File: src/rtl/spi_mem_front.sv
module spi_mem_front #(
  parameter int AW = 14,
  parameter int PW = 6
) (
  input  logic          clk,
  input  logic          rst_n,
  input  logic          cs_n,
  input  logic          sck,
  input  logic          si,
  input  logic          hold_n,
  output logic          so,
  output logic          so_oe,
  input  logic          busy,
  input  logic [7:0]    status_in,
  output logic          mem_rd,
  output logic [AW-1:0] mem_addr,
  input  logic [7:0]    mem_rdata,
  output logic          wen_set,
  output logic          wen_clr,
  output logic          sr_wr,
  output logic [7:0]    sr_data,
  output logic          arr_wr,
  output logic [AW-1:0] arr_waddr,
  output logic [7:0]    arr_wdata,
  output logic          wr_commit,
  output logic          mod_abort
);
  typedef enum logic [2:0] {C_NONE, C_WSET, C_WCLR, C_RDST, C_WRST, C_RD, C_WR} cmd_e;

  logic [1:0] cs_sy, sck_sy, si_sy, hold_sy;
  logic sck_q, cs_q, cs_q2, so_en, rd_req, rd_cap;
  logic [5:0] cnt;
  logic [7:0] sh, txb;
  logic [AW-1:0] addr;
  cmd_e cmd;

  wire hold_s = hold_sy[1];
  wire si_s   = si_sy[1];
  wire act    = ~cs_q & hold_s;
  wire rise   = act & sck_sy[1] & ~sck_q;
  wire fall   = act & ~sck_sy[1] & sck_q;
  wire [5:0] cnt_n = (cnt == 6'd63) ? 6'd32 : cnt + 6'd1;
  wire [7:0] sh_n  = {sh[6:0], si_s};
  wire byte_done   = rise & (cnt_n[2:0] == 3'd0);
  wire is_rd       = (cmd == C_RD) | (cmd == C_WR);

  function automatic cmd_e decode(input logic [7:0] b, input logic bsy);
    cmd_e c;
    case (b[2:0])
      3'b110:  c = C_WSET;
      3'b100:  c = C_WCLR;
      3'b101:  c = C_RDST;
      3'b001:  c = C_WRST;
      3'b011:  c = C_RD;
      3'b010:  c = C_WR;
      default: c = C_NONE;
    endcase
    if (b[7:4] != 4'd0 || (bsy && c != C_RDST)) c = C_NONE;
    return c;
  endfunction

  wire cmd_e cmd_n = (rise && cnt == 6'd7) ? decode(sh_n, busy) : cmd;

  assign so_oe    = so_en & hold_s & ~cs_q;
  assign mem_addr = addr;

  always_ff @(posedge clk or negedge rst_n) begin
    if (!rst_n) begin
      cs_sy <= 2'b11; sck_sy <= 2'b00; si_sy <= 2'b00; hold_sy <= 2'b11;
      sck_q <= 1'b0; cs_q <= 1'b1; cs_q2 <= 1'b1;
    end else begin
      cs_sy <= {cs_sy[0], cs_n}; sck_sy <= {sck_sy[0], sck};
      si_sy <= {si_sy[0], si};   hold_sy <= {hold_sy[0], hold_n};
      sck_q <= sck_sy[1]; cs_q <= cs_sy[1]; cs_q2 <= cs_q;
    end
  end

  always_ff @(posedge clk or negedge rst_n) begin
    if (!rst_n) begin
      cnt <= '0; sh <= '0; txb <= '0; addr <= '0; cmd <= C_NONE;
      so <= 1'b0; so_en <= 1'b0; rd_req <= 1'b0; rd_cap <= 1'b0; mem_rd <= 1'b0;
      wen_set <= 1'b0; wen_clr <= 1'b0; sr_wr <= 1'b0; sr_data <= '0;
      arr_wr <= 1'b0; arr_waddr <= '0; arr_wdata <= '0;
      wr_commit <= 1'b0; mod_abort <= 1'b0;
    end else begin
      wen_set <= 1'b0; wen_clr <= 1'b0; sr_wr <= 1'b0; arr_wr <= 1'b0;
      wr_commit <= 1'b0; mod_abort <= 1'b0; rd_req <= 1'b0;
      mem_rd <= rd_req;
      rd_cap <= mem_rd;
      if (mem_rd) addr <= addr + AW'(1);
      if (rd_cap) txb <= mem_rdata;
      if (cs_q && !cs_q2) begin
        case (cmd)
          C_WSET: wen_set <= (cnt == 6'd8);
          C_WCLR: wen_clr <= (cnt == 6'd8);
          C_WRST: if (cnt == 6'd16) sr_wr <= 1'b1; else mod_abort <= 1'b1;
          C_WR:   if (cnt >= 6'd32 && cnt[2:0] == 3'd0) wr_commit <= 1'b1;
                  else mod_abort <= 1'b1;
          default: ;
        endcase
      end
      if (cs_q) begin
        cnt <= '0; cmd <= C_NONE; so_en <= 1'b0;
      end else begin
        if (rise) begin
          cnt <= cnt_n;
          sh  <= sh_n;
          cmd <= cmd_n;
          if (is_rd && cnt >= 6'd8 && cnt < 6'd24) addr <= {addr[AW-2:0], si_s};
          if (byte_done) begin
            if (cmd_n == C_RDST) txb <= status_in;
            if (cmd_n == C_RD && cnt_n >= 6'd24) rd_req <= 1'b1;
            if (cmd == C_WRST && cnt_n == 6'd16) sr_data <= sh_n;
            if (cmd == C_WR && cnt_n >= 6'd32) begin
              arr_wr    <= 1'b1;
              arr_wdata <= sh_n;
              arr_waddr <= addr;
              addr[PW-1:0] <= addr[PW-1:0] + PW'(1);
            end
          end
        end
        if (fall && cnt >= 6'd8 && (cmd == C_RDST || cmd == C_RD)) begin
          so    <= txb[~cnt[2:0]];
          so_en <= 1'b1;
        end
      end
    end
  end
endmodule

File: config.mk
export PLATFORM = sky130hd
export DESIGN_NAME = spi_mem_front
export DESIGN_NICKNAME = d
export VERILOG_FILES = /design/src/rtl/spi_mem_front.sv
export SDC_FILE = /design/constraint.sdc
export NUM_CORES = 1
export LEC_CHECK = 0
export BUFFER_PORTS_ARGS = -buffer_cell sky130_fd_sc_hd__buf_4
export CORE_MARGIN = 4
export CORE_UTILIZATION = 56
export CTS_CLUSTER_SIZE = 14
export DETAILED_ROUTE_END_ITERATION = 8
export PLACE_DENSITY = 0.8
export SKIP_LAST_GASP = 1
export SYNTH_ARGS = -nofsm -noshare
export SYNTH_HDL_FRONTEND = slang
export SYNTH_SLANG_ARGS = --single-unit
File: constraint.sdc
create_clock -name clk -period 3 [get_ports clk]
set_input_delay 0.45 -clock clk [delete_from_list [all_inputs] [get_ports clk]]
set_output_delay 0.45 -clock clk [all_outputs]
set_load 0.01 [all_outputs]
# After elaboration in Yosys (flattened, before gate mapping)
# Index checks and enable logic that the tools add are counted.
[word_totals]
output_inout_bits = 53
ff_bits = 90
input_bits = 23
wordCells = 136
[classes]
muxes = 45
eq_ne = 20
addsub = 3
n_lt_le_gt_ge = 6
n_reduce_logical = 23
n_bitwise = 13
[op_table]
columns = ["cell", "n"]
rows = [
  ["two-way mux 14 bit", 4],
  ["two-way mux 8 bit", 5],
  ["two-way mux 6 bit", 5],
  ["two-way mux 1 bit", 24],
  ["== test 3 bit (second input constant)", 7],
  ["one-hot mux 3 bit (6 select lines)", 1],
  ["== test 3 x 2 -> 1 bit (second input constant)", 5],
  ["adder 14 x 1 -> 14 bit (second input constant)", 1],
  ["adder 6 x 1 -> 6 bit (second input constant)", 2],
  ["== test 6 x 5 -> 1 bit (second input constant)", 2],
  ["greater-or-equal comparator 6 bit (second input constant)", 2],
  ["two-way mux 3 bit", 4],
  ["logical AND 1 bit", 11],
  ["bitwise AND 1 bit", 8],
  ["AND reduction 4 bit", 2],
  ["== test 3 x 1 -> 1 bit (second input constant)", 2],
  ["== test 6 x 3 -> 1 bit (second input constant)", 1],
  ["== test 6 x 4 -> 1 bit (second input constant)", 1],
  ["== test 6 bit (second input constant)", 1],
  ["greater-or-equal comparator 6 x 4 -> 1 bit (second input constant)", 1],
  ["greater-or-equal comparator 6 x 5 -> 1 bit (second input constant)", 1],
  ["logical NOT 3 bit", 2],
  ["less-than comparator 6 x 5 -> 1 bit (second input constant)", 1],
  ["less-than comparator 3 x 4 -> 1 bit (second input constant)", 1],
  ["other kinds (11)", 16],
]

# Depth between registers and ports, before layout
# Gate-level depths: netlist (run 1).
[depth]
ltp_word = 13
depth_mapped = 8
depth_no_buf = 6

# Worst setup path after synthesis (run 1)
# No wires, ideal clock.
[synth_path]
path_type = "register -> register"
from = "register cnt[3]"
to = "register txb[0]"
arrival_time_ps = 2244
synth_period_minus_slack_ps = 2369
n_path_buf = 1
required_ps = 2875
slack_ps = 631
path_stages_with_launch = 7
path_cell_list = "dfrtp_1 buf_6 or3_4 nor2_1 mux2_2 a2111oi_4 mux2_2"
[synth_via]
elab_chain_len = 8
[synth_lines]
columns = ["item", "line_no", "source"]
rows = [
  ["start: declaration", "32", "logic [5:0] cnt;"],
  ["start signal: assignment", "106", "cnt <= cnt_n;"],
  ["== test 6 x 3 -> 1 bit", "62", "wire cmd_e cmd_n = (rise && cnt == 6'd7) ? decode(sh_n, busy) : cmd;"],
  ["logical AND 1 bit", "62", ""],
  ["two-way mux 3 bit", "62", ""],
  ["== test 3 x 2 -> 1 bit", "111", "if (cmd_n == C_RDST) txb <= status_in;"],
  ["two-way mux 8 bit", "111", ""],
  ["two-way mux 8 bit (*)", "110", "if (byte_done) begin"],
  ["two-way mux 8 bit (*)", "105", "if (rise) begin"],
  ["two-way mux 8 bit (*)", "102", "if (cs_q) begin"],
  ["end signal: assignment", "91", "if (rd_cap) txb <= mem_rdata;"],
  ["end signal: assignment", "111", ""],
  ["end: declaration", "33", "logic [7:0] sh, txb;"],
]
# Mark *: on every way between the ends. The rest lies on a longest branch, timed or not.
# A chain may end at the register's enable or synchronous reset.

# Final worst setup path (run 1)
[layout_path]
from = "register cnt[0]"
to = "register txb[6]"
[layout_via]
elab_chain_len = 8
[layout_lines]
columns = ["item", "line_no"]
rows = [
  ["branches (longest 5 deep; another with adder 6 x 1 -> 6 bit)", "-"],
  ["two-way mux 8 bit (*)", "110"],
  ["two-way mux 8 bit (*)", "105"],
  ["two-way mux 8 bit (*)", "102"],
]
# Mark *: on every way between the ends.

==> results of run 1 <==
Yosys cell counts (2+ instances only):
cell / number
o31ai_1: 2
nand3b_1: 2
a22oi_1: 2
o22ai_1: 2
nor2_1: 22
nor3_1: 3
o21ai_0: 9
a21oi_1: 13
nand2b_1: 2
o211ai_1: 4
a21o_1: 2
nor3b_1: 3
ha_1: 4
xor2_1: 6
nand4_1: 9
mux4_2: 2
and3_1: 5
buf_2: 6
buf_6: 2
nor2b_1: 2
mux2_2: 48
and4_1: 2
nand3_1: 14
or3_1: 3
nand2_1: 51
dfstp_2: 6
mux2i_1: 6
inv_1: 9
dfrtp_1: 84
a2bb2oi_1: 2
clkbuf_1: 11
xnor2_1: 7
power breakdown:
part	leakage, nW	internal [mW]	switching (mW)
Sequential	1.22	1.24	0.0365
Clock	0.0962	0.391	0.438
Combinational	1.18	0.0557	0.0625
Total	2.50	1.69	0.537
stage by stage:
stage / util, % / hold slack [ns] / setup WS [ns]
floorplan: - / 0.154 / 0.631
global placement: 66.7 / 0.332 / 0.424
detailed placement: 66.7 / 0.337 / 0.358
CTS: 69.5 / 0.0999 / 0.350
global route: 69.5 / 0.116 / 0.138
finish: 69.5 / 0.0859 / 0.391
area by class of cell:
class / instances / area share (%)
well taps: 99 / 2.45
multi-input cells: 250 / 35.9
repair buffers: 82 / 12.4
clock buffers: 9 / 2.45
inverters: 9 / 0.667
flip-flops and latches: 90 / 44.6
clock inverters: 7 / 1.51
worst max-delay path by stage:
stage                             from  slack (ns)                to
CTS                 cnt[0]$_DFFE_PN0P_        0.35  txb[6]$_DFF_PN0_
global route        cnt[0]$_DFFE_PN0P_        0.14  txb[2]$_DFF_PN0_
detailed placement  cnt[0]$_DFFE_PN0P_        0.36  txb[7]$_DFF_PN0_
global placement    cnt[0]$_DFFE_PN0P_        0.42  txb[5]$_DFF_PN0_
floorplan           cnt[3]$_DFFE_PN0P_        0.63  txb[0]$_DFF_PN0_
finish              cnt[0]$_DFFE_PN0P_        0.39  txb[6]$_DFF_PN0_
flip-flops by register name, summed over array words and instances (netlist names), 2 cells and up:
| register | count |
|---|---|
| arr_waddr | 14 |
| arr_wdata | 8 |
| cmd | 3 |
| cnt | 6 |
| cs_sy | 2 |
| hold_sy | 2 |
| mem_addr | 14 |
| sck_sy | 2 |
| sh | 7 |
| si_sy | 2 |
| sr_data | 8 |
| txb | 8 |
worst max-delay path, stage by stage, from the launching register on:
cell,delay (ns)
dfrtp_1,0.51
ha_1,0.28
nand2_1,0.14
nor2_1,0.19
mux2_2,0.38
a2111oi_4,0.60
mux2_2,0.41
routing by layer:
layer,share of wire (%),vias to the layer above,GRT usage (%)
li1,-,1458,-
met1,42,1466,26.7
met2,50,95,32.8
met3,6.0,12,3.82
met4,1.7,0,8.89
met5,0,-,0
cell usage in the layout (no fill, tap or decap), types with 3 or more instances in the layout:
cell type and n:
clkbuf_8 9, a21oi_1 13, o211ai_1 4, mux2_2 48
inv_1 9, buf_4 81, nor3_1 3, nand3_1 14
nor2_1 22, dfrtp_1 84, ha_1 4, nor3b_1 3
mux2i_1 6, xnor2_1 7, nand4_1 9, or3_1 3
nand2_1 51, o21ai_0 9, dfstp_2 6, and3_1 5
xor2_1 6
cell families (layout without fill, tap and decap cells):
kind of cell / after synthesis / after routing / share of synthesized area [%]
flops: 90 / 90 / 53.6
mux: 56 / 56 / 15.3
fa+ha+maj: 4 / 4 / 1.19
simple gates: 133 / 133 / 16.4
buf+inv: 31 / 107 / 3.41
xor+xnor: 13 / 13 / 2.70
compound gates: 44 / 44 / 7.39
==> impl_metrics.yaml, run 1 <==
sta:
  maxSlewViolCount: 0
  setup_viol: 0
  period_minus_slack_ns: 2.61
  tightest_slew_ns: 0.652
  skew_ns: 0.0118
  hold_viol_final: 0
  rsz0062_at_grt: "false"
  setup_tns_ns: 0
  fmax_ghz: 0.383
  slew_headroom_pct: 56.5
  min_period_over_period_pct: 87.0
clock_network:
  clk-insertion-delay-late_ns: 0.36
  cts_resized: 0
  postCtsSetupRepairBufs: 0
  postCtsHoldBufs: 0
  cts_buffer_depth: 2
  clk_pin_slew_worst_paths_ns: 0.09
  cts_max_level: 3
  numCtsBuffers: 9
  tritoncts: "yes"
  cts_sinks: 90
  root_buffer: "clkbuf_8"
routing:
  routedWlPerCell_um: 15.5
  wirelength_mm: 8.47
  vias: 3031
  dr.pass1.iters: 5
  ant_nets: 0
  drt-initial-drc-count: 162
  via_per_inst: 5.55
  drc_errors: 0
grt:
  grt_pass1_wl_mm: 14.1
  track_usage_pct: 20.3
  grt_max_degree: 47
  grt_pass1_vias: 2950
  antenna_found_initial: 0
  overflow: 0
synth:
  synth_top_area_cell: "dfrtp_1"
  syn_area_um2: 4220
  synth_top_area_share_pct: 49.8
  seq_area_frac_synth_pct: 53.6
  synth_cell_type_count: 58
  synthesis.nets: 398
  synth-edff-count: 0
  ys.flop_type: "dfrtp_1"
  synth.avg_cell_area_um2: 11.4
  synth_cells: 371
  yosys_warnings: 0
  ys_async_sr_fraction_pct: 100
  synth_area_leaders: "dfrtp_1 50%, mux2_2 13%, nand2_1 4.5%"
  synth_seq_cells: 90
critical_path:
  r2r_cells: 6
  arrival_ns: 2.85
  cp.required_ns: 3.24
  critical_path_class: "register to register"
  timing.rr.start: "cnt[0]$_DFFE_PN0P_"
  r2r_end: "txb[6]$_DFF_PN0_"
  cp-end-kind: "register"
  reg2reg_slack_ns: 0.39
  cp_max_fo: 8
  cp-start-kind: "register"
finish:
  stdcell_count: 546
  final_nets: 469
  drive_above_1_share_pct: 36.5
  regArea_um2: 2260
  multi_input_area_um2: 1820
  design_area_um2: 5070
  area_delta_synth_final_pct: 20.1
  antennaDiodeCount: 0
  n_fill_cell: 569
power_and_ir_drop:
  p_total_mw: 2.22
  p_leak_nw: 2.50
  p_per_area_nw_per_um2: 439
  peakVddDrop_v: 0.000244
floorplan:
  ios: 76
  die_y_um: 94.8
  core-area_um2: 7290
  die_w_um: 94.8
  die-area_um2: 8980
  num_rows: 31
  start_util_pct: 57.8
placed_design:
  io_buffers: 75
  gp_routability_congestion: 0.871
  dpl.hpwl_mm: 6.16
  placed_area_um2: 4870
  post-place-cells: 530
status:
  status: "completed"
flow_run:
  maxCapViolCount: 0
worst_hold_path:
  min_path_type: "input pin to async pin"
(Power assumes the default switching activity.)
==> inputs of run 2 (changes only) <==
ABC_AREA = 1   (was default)
SLEW_MARGIN = 20   (was default)
==> impl_metrics.yaml, run 2 <==
clock_network:
  clk-insertion-delay-late_ns: 0.37
  cts_resized: 0
  cts_max_level: 3
  root_buffer: "clkbuf_8"
  tritoncts: "yes"
  clk_pin_slew_worst_paths_ns: 0.10
  numCtsBuffers: 9
  cts_sinks: 90
  postCtsSetupRepairBufs: 0
  cts_buffer_depth: 2
  postCtsHoldBufs: 0
finish:
  stdcell_count: 677
  final_nets: 600
  drive_above_1_share_pct: 21.8
  design_area_um2: 5090
  antennaDiodeCount: 0
  area_delta_synth_final_pct: 20.3
  final_cell_mix: "155 x nand2_1, 84 x dfrtp_1, 77 x buf_4"
  layout_commonest_cell: "nand2_1"
sta:
  slew_headroom_pct: 42.7
  period_minus_slack_ns: 2.31
  setup_tns_ns: 0
  hold_viol_final: 0
  min_period_over_period_pct: 76.9
  setup_viol: 0
  rsz0062_at_grt: "false"
  maxSlewViolCount: 0
  fmax_ghz: 0.434
  tightest_slew_ns: 0.857
  skew_ns: 0.0137
synth:
  synth_top_area_share_pct: 49.7
  synth_cell_type_count: 37
  ys_async_sr_fraction_pct: 100
  ys.flop_type: "dfrtp_1"
  yosysMostFrequentCell: "nand2_1"
  synth_area_leaders: "dfrtp_1 50%, nand2_1 14%, inv_1 4.2%"
  seq_area_frac_synth_pct: 53.4
  synthesis.nets: 524
  syn_area_um2: 4230
  yosys_warnings: 0
  synth_common_cells: "155 x nand2_1, 84 x dfrtp_1, 47 x inv_1"
  synth_seq_cells: 90
  synth_top_area_cell: "dfrtp_1"
  synth_cells: 497
  synth-edff-count: 0
  synth.avg_cell_area_um2: 8.51
critical_path:
  cp-start-kind: "register"
  arrival_ns: 2.57
  cp_max_fo: 50
  cp.required_ns: 3.27
  cp-end-kind: "register"
  critical_path_class: "register to register"
power_and_ir_drop:
  p_per_area_nw_per_um2: 451
  p_leak_nw: 2.64
  p_total_mw: 2.29
  peakVddDrop_v: 0.000330
routing:
  wirelength_mm: 10.0
  vias: 3559
  drt-initial-drc-count: 218
  via_per_inst: 5.26
  dr.pass1.iters: 6
  ant_nets: 0
  routedWlPerCell_um: 14.8
  drc_errors: 0
grt:
  grt_max_degree: 51
  antenna_found_initial: 0
  track_usage_pct: 24.0
  grt_pass1_vias: 3426
  overflow: 0
  grt_pass1_wl_mm: 16.6
status:
  status: "completed"
floorplan:
  die_w_um: 94.9
  die_y_um: 94.9
  core-area_um2: 7290
  start_util_pct: 58.0
  num_rows: 31
  ios: 76
  die-area_um2: 9010
worst_hold_path:
  min_path_type: "input pin to async pin"
placed_design:
  io_buffers: 75
  post-place-cells: 661
  placed_area_um2: 4880
  dpl.hpwl_mm: 7.19
  gp_routability_congestion: 0.905
flow_run:
  maxCapViolCount: 0
## run 2: final cells by class
class                   instances  area [um2]
flip-flops and latches         90        2260
fillers                       623        2200
multi-input cells             343        1720
repair buffers                 77         578
inverters                      52         195
clock buffers                   9         124
well taps                      99         124
clock inverters                 7        86.3
## run 2: power breakdown
group	switching (mW)	leakage, nW	internal (mW)
clock	0.471	0.0952	0.397
sequential	0.0295	1.20	1.24
combinational	0.0973	1.35	0.0555
## run 2: stage by stage
stage | setup slack [ns] | hold slack, ns | util, %
final | 0.694 | 0.0711 | 69.8
after detailed placement | 0.721 | 0.340 | 66.9
after global placement | 0.797 | 0.332 | 66.9
after CTS | 0.699 | 0.0976 | 69.8
after floorplan | 1.32 | 0.154 | -
after global routing | 0.467 | 0.117 | 69.8
## run 2: final timing paths
kind                                           start                    end  slack [ns]  depth (start not counted)
worst max-delay path            hold_sy[1]$_DFF_PN1_  mem_addr[2]$_DFF_PN0_        0.69                          9
min in group clk                                  si     si_sy[0]$_DFF_PN0_        0.19                          1
max in group asynchronous                      rst_n     cs_sy[0]$_DFF_PN1_        2.12                          2
worst max register to register  hold_sy[1]$_DFF_PN1_  mem_addr[2]$_DFF_PN0_        0.69                          9
worst min-delay path                           rst_n       txb[2]$_DFF_PN0_        0.07                          1
worst min register to register    cs_sy[0]$_DFF_PN1_     cs_sy[1]$_DFF_PN1_        0.36                          0
## run 2: logic make-up (layout without fill, tap and decap cells)
kind of cell             after synthesis  after routing  share of synthesized area [%]
AND/OR/NAND/NOR                      247            247                           26.6
buffers and inverters                 64            145                           5.89
multiplexers                           4              4                           1.06
adder cells (fa/ha/maj)                4              4                           1.18
XOR/XNOR                              10             10                           2.07
AO/OA/AOI/OAI                         78             78                           9.82
flip-flops                            90             90                           53.4
## run 2: worst max-delay path: stages (launching register included)
cell,delay [ns]
dfstp_2,0.56
nand2_4,0.07
nor2_8,0.31
nand3_4,0.16
nor2_4,0.15
nand2_2,0.50
nand2_1,0.24
nand3_1,0.10
nand2_1,0.08
inv_1,0.04
## run 2: per-layer routing
layer	up-vias	wire length (um)	GRT usage [%]
met2	101	4810	36.9
met3	9	464	3.51
li1	1758	-	-
met1	1691	4630	35.2
met5	-	0	0
met4	0	131	7.69
